$ cat src/rtl/refresh_urgency_pkg.sv
package refresh_urgency_pkg;
  typedef enum logic [1:0] {
    PRIO_NONE  = 2'b00,
    PRIO_OPP   = 2'b01,
    PRIO_HIGH  = 2'b10,
    PRIO_PANIC = 2'b11
  } prio_e;
endpackage

$ cat src/rtl/rfsh_backlog.sv
module rfsh_backlog #(
  parameter int unsigned CNT_W = 4
) (
  input  logic             clk_i,
  input  logic             rst_ni,
  input  logic             tick_i,
  input  logic             grant_i,
  output logic [CNT_W-1:0] backlog_o
);
  localparam logic [CNT_W-1:0] BL_MAX = '1;

  logic [CNT_W-1:0] q;

  always_ff @(posedge clk_i or negedge rst_ni) begin
    if (!rst_ni) begin
      q <= '0;
    end else begin
      case ({tick_i, grant_i})
        2'b10:   if (q != BL_MAX) q <= q + 1'b1;
        2'b01:   if (q != '0)     q <= q - 1'b1;
        default: q <= q; // tick and grant cancel
      endcase
    end
  end

  assign backlog_o = q;
endmodule

$ cat src/rtl/rfsh_idle_timer.sv
module rfsh_idle_timer #(
  parameter int unsigned IDLE_W = 8
) (
  input  logic              clk_i,
  input  logic              rst_ni,
  input  logic              busy_i,
  input  logic [IDLE_W-1:0] idle_lim_i,
  output logic [IDLE_W-1:0] idle_cnt_o,
  output logic              idle_ok_o
);
  localparam logic [IDLE_W-1:0] IDLE_MAX = '1;

  logic [IDLE_W-1:0] cnt_q;

  always_ff @(posedge clk_i or negedge rst_ni) begin
    if (!rst_ni) begin
      cnt_q <= '0;
    end else if (busy_i) begin
      cnt_q <= '0;
    end else if (cnt_q != IDLE_MAX) begin
      cnt_q <= cnt_q + 1'b1;
    end
  end

  assign idle_cnt_o = cnt_q;
  assign idle_ok_o  = (cnt_q >= idle_lim_i);
endmodule

$ cat src/rtl/rfsh_prio_enc.sv
module rfsh_prio_enc
  import refresh_urgency_pkg::*;
#(
  parameter int unsigned CNT_W = 4
) (
  input  logic [CNT_W-1:0] backlog_i,
  input  logic [CNT_W-1:0] high_wm_i,
  input  logic [CNT_W-1:0] panic_wm_i,
  input  logic             idle_ok_i,
  output prio_e            prio_o
);
  logic owed;
  assign owed = (backlog_i != '0);

  always_comb begin
    prio_o = PRIO_NONE;
    if (owed) begin
      if (backlog_i >= panic_wm_i)     prio_o = PRIO_PANIC;
      else if (backlog_i >= high_wm_i) prio_o = PRIO_HIGH;
      else if (idle_ok_i)              prio_o = PRIO_OPP;
    end
  end
endmodule

$ cat src/rtl/refresh_urgency_ctl.sv
module refresh_urgency_ctl
  import refresh_urgency_pkg::*;
#(
  parameter int unsigned CNT_W  = 4,
  parameter int unsigned IDLE_W = 8
) (
  input  logic              clk_i,
  input  logic              rst_ni,
  input  logic              tick_i,
  input  logic              busy_i,
  input  logic              grant_i,
  input  logic [CNT_W-1:0]  high_wm_i,
  input  logic [CNT_W-1:0]  panic_wm_i,
  input  logic [IDLE_W-1:0] idle_lim_i,
  output logic              req_o,
  output logic [1:0]        prio_o
);
  logic [CNT_W-1:0]  backlog_q;
  logic [IDLE_W-1:0] idle_cnt_q;
  logic              idle_ok;
  prio_e             prio;

  rfsh_backlog #(.CNT_W(CNT_W)) u_backlog (
    .clk_i     (clk_i),
    .rst_ni    (rst_ni),
    .tick_i    (tick_i),
    .grant_i   (grant_i),
    .backlog_o (backlog_q)
  );

  rfsh_idle_timer #(.IDLE_W(IDLE_W)) u_idle (
    .clk_i      (clk_i),
    .rst_ni     (rst_ni),
    .busy_i     (busy_i),
    .idle_lim_i (idle_lim_i),
    .idle_cnt_o (idle_cnt_q),
    .idle_ok_o  (idle_ok)
  );

  rfsh_prio_enc #(.CNT_W(CNT_W)) u_enc (
    .backlog_i  (backlog_q),
    .high_wm_i  (high_wm_i),
    .panic_wm_i (panic_wm_i),
    .idle_ok_i  (idle_ok),
    .prio_o     (prio)
  );

  assign prio_o = prio;
  assign req_o  = (prio != PRIO_NONE);
endmodule

$ cat config.mk
export PLATFORM = sky130hd
export DESIGN_NAME = refresh_urgency_ctl
export DESIGN_NICKNAME = d
export VERILOG_FILES = /design/src/rtl/refresh_urgency_pkg.sv /design/src/rtl/rfsh_backlog.sv /design/src/rtl/rfsh_idle_timer.sv /design/src/rtl/rfsh_prio_enc.sv /design/src/rtl/refresh_urgency_ctl.sv
export SDC_FILE = /design/constraint.sdc
export NUM_CORES = 1
export LEC_CHECK = 0
export BUFFER_PORTS_ARGS = -buffer_cell sky130_fd_sc_hd__clkbuf_2
export CELL_PAD_IN_SITES_DETAIL_PLACEMENT = 0
export CELL_PAD_IN_SITES_GLOBAL_PLACEMENT = 2
export CORE_MARGIN = 2
export CORE_UTILIZATION = 36
export CTS_BUF_LIST = sky130_fd_sc_hd__clkbuf_8
export CTS_CLUSTER_SIZE = 12
export DETAILED_ROUTE_END_ITERATION = 8
export GPL_ROUTABILITY_DRIVEN = 0
export MAX_ROUTING_LAYER = met4
export PLACE_DENSITY_LB_ADDON = 0.3
export SLEW_MARGIN = 20
export SYNTH_ARGS = -nofsm -noshare
export SYNTH_HDL_FRONTEND = slang
export SYNTH_SLANG_ARGS = --single-unit
$ cat constraint.sdc
create_clock -name clk_i -period 5.14 [get_ports clk_i]
set_clock_uncertainty 0.2 [all_clocks]
set_input_delay 1.028 -clock clk_i [delete_from_list [all_inputs] [get_ports clk_i]]
set_output_delay 1.028 -clock clk_i [all_outputs]
set_load 0.05 [all_outputs]
==> results.yml <==
pwr:
  p_int_w: 0.000282
  vdd_drop_max_mv: 0.239
  swShare: 0.455
  pwr-share-seq: 0.282
  p_leak_nw: 0.705
  power_density_mw_per_mm2: 401
  power.share.clock: 0.195
  combPwrFrac: 0.523
  p_sw_w: 0.000236
route:
  totalWireLength_um: 2000
  via_count: 876
  drc: 3
  drtPass1Iterations: 6
  viasPerCell: 4.89
  postRouteAntennaNets: 0
  drtIter0Drc: 24
  post_drt_wl_per_cell_um: 11.2
global_routing:
  grt_pass1_vias: 775
  grt.total_usage: 0.132
  antenna_found_initial: 0
  grt_pass1_wl_um: 3390
  grt_max_degree: 13
  overflow: 0
synthesis:
  ys_async_sr_fraction: 1.00
  synth_edf_count: 0
  yosys_warnings: 0
  synth.cell_area_mm2: 0.00108
  postSynthAreaPerCell_um2: 8.89
  synth_seq_area_share: 0.277
  yosysUniqueCellTypes: 30
  synth_nets: 165
  synth_flop_cell: "dfrtp_1"
  ys_seq_elements: 12
  syn_inst: 122
final_layout:
  drive_above_1_share: 0.236
  synthToLayoutAreaGrowth_pct: 18.9
  final_cell_mix: "23 x clkbuf_2, 21 x ha_1, 19 x inv_1"
  final_common_cell: "clkbuf_2"
  n_fill_cell: 286
  nets: 192
  num_antenna_cells: 0
sta:
  timing.fmax_mhz: 263
  fin_crit_sh: 0.739
  min_period_ps: 3800
  slew_viol_final: 0
  worst_pin_slew_ps: 486
  setup_violations: 0
  max_slew_margin: 0.674
  timing.hold.ws_ps: 384
  tns_ps: 0
  hold_viol_final: 0
  rsz0062_at_grt: "no"
floorplan:
  coreArea_mm2: 0.00281
  dieHeight_um: 58.9
  pin_count: 24
  die_w_um: 58.9
  die_area_mm2: 0.00347
  initial_utilization: 0.387
  rows: 19
placement:
  hpwl_um: 1720
  port_buffers: 23
clock_network:
  cts_tree: "done"
  hold_buffers: 0
  clk_latency_ps: 240
  post_cts_buffers: 0
  cts_sinks: 12
  cts.htree.levels: 1
  cts-root-buf: "clkbuf_8"
  clk_pin_slew_ps: 50
  clockBufferDepth: 2
  cts_inserted_buffers: 3
  post_cts_resized: 0
setup_path:
  cp.arrival_ps: 2570
  critPathCaptureType: "output pin"
  crit_chain: "clkbuf_2 -> inv_1 -> ha_1 -> a211oi_1 -> o21ai_0 -> a41oi_1 -> nor2_1 -> o21ba_2 -> clkbuf_2"
  slowest_delay_ps: 300
  slowest_stage: "ha_1"
  path_class: "input pin to output pin"
  crit_fanout: 2
  crit_required_ps: 3910
  startpoint_type: "input pin"
  cpMostUsedCell: "clkbuf_2"
job:
  cap_violations: 0
status:
  status: "complete, but fails checks"
  violations: "design-rule violations"
worst_hold_path:
  hp-class: "flip-flop to flip-flop"
==> stage by stage <==
stage               area [um2]  std cells  setup WS, ps   util  power (W)
finish                    1290        179          1340  0.460   0.000518
detailed placement        1230        175          1320  0.440   0.000423
floorplan                 1080        122          1440      -   0.000357
global placement          1230        175          1370  0.440   0.000415
CTS                       1290        179          1320  0.460   0.000526
global route              1290        179          1260  0.460   0.000565
==> cells in the mapped netlist (2+ instances only) <==
cell type,instances,share of area
ha_1,21,0.24
inv_1,19,0.066
nor2_1,13,0.045
dfrtp_1,12,0.28
a21oi_1,10,0.046
nand2_1,8,0.028
o21ai_0,6,0.028
xnor2_1,4,0.032
xor2_1,4,0.032
and4_1,2,0.016
nand2b_1,2,0.012
nand4_1,2,0.012
nor3_1,2,0.0092
==> cell families after synthesis <==
| family | Yosys count | share of synthesized area |
|---|---|---|
| and+or+nand+nor | 36 | 0.181 |
| AOI/OAI and AO/OA | 23 | 0.138 |
| adders and majority gates | 22 | 0.261 |
| buffers and inverters | 20 | 0.0692 |
| DFF | 12 | 0.277 |
| xor gates and xnor gates | 8 | 0.0646 |
| muxes | 1 | 0.00923 |
==> layer usage <==
metal / vias to the layer above / GRT usage / wire, um
met5: - / - / 0
met4: 0 / 0.0584 / 38
met3: 4 / 0.0198 / 102
met2: 17 / 0.187 / 849
met1: 389 / 0.185 / 1010
li1: 466 / - / -
==> sequential cells by signal, summed over array words and instances (netlist names) <==
signal	count
u_backlog.backlog_o	4
u_idle.idle_cnt_o	8
==> power groups by stage <==
| stage | Clock, W | Combinational (W) | Sequential [W] |
|---|---|---|---|
| after floorplan | 0 | 0.000219 | 0.000138 |
| after global placement | 0 | 0.000265 | 0.000150 |
| after detailed placement | 0 | 0.000275 | 0.000148 |
| after CTS | 0.000104 | 0.000275 | 0.000147 |
| after global routing | 0.000109 | 0.000306 | 0.000150 |
| final | 0.000101 | 0.000271 | 0.000146 |
==> critical path, delay by kind of cell <==
kind,cells,cell delay (ps)
AO/OA/AOI/OAI,4,830
buffers and inverters,3,330
adder cells (fa/ha/maj),1,300
AND/OR/NAND/NOR,1,80
==> path summary, 6_finish.rpt <==
| check | depth (start not counted) | startpoint | end | slack, ps |
|---|---|---|---|---|
| max | 9 | idle_lim_i[2] | prio_o[0] | 1340 |
| min | 1 | u_backlog.backlog_o[0] | u_backlog.backlog_o[0] | 380 |
| max reg2reg | 6 | u_backlog.backlog_o[1] | u_backlog.backlog_o[3] | 3330 |
| min reg2reg | 1 | u_backlog.backlog_o[0] | u_backlog.backlog_o[0] | 380 |
| max in group asynchronous | 1 | rst_ni | u_idle.idle_cnt_o[2] | 4050 |
| min in group asynchronous | 1 | rst_ni | u_idle.idle_cnt_o[3] | 460 |
==> cell type report <==
| type | instances | area, um2 | share of cell area |
|---|---|---|---|
| well taps | 31 | 38.8 | 0.0301 |
| flip-flops and latches | 12 | 300 | 0.233 |
| multi-input cells | 90 | 709 | 0.550 |
| clock buffers | 4 | 55.1 | 0.0427 |
| repair buffers | 23 | 115 | 0.0892 |
| inverters | 19 | 71.3 | 0.0553 |
(Power assumes the default switching activity.)
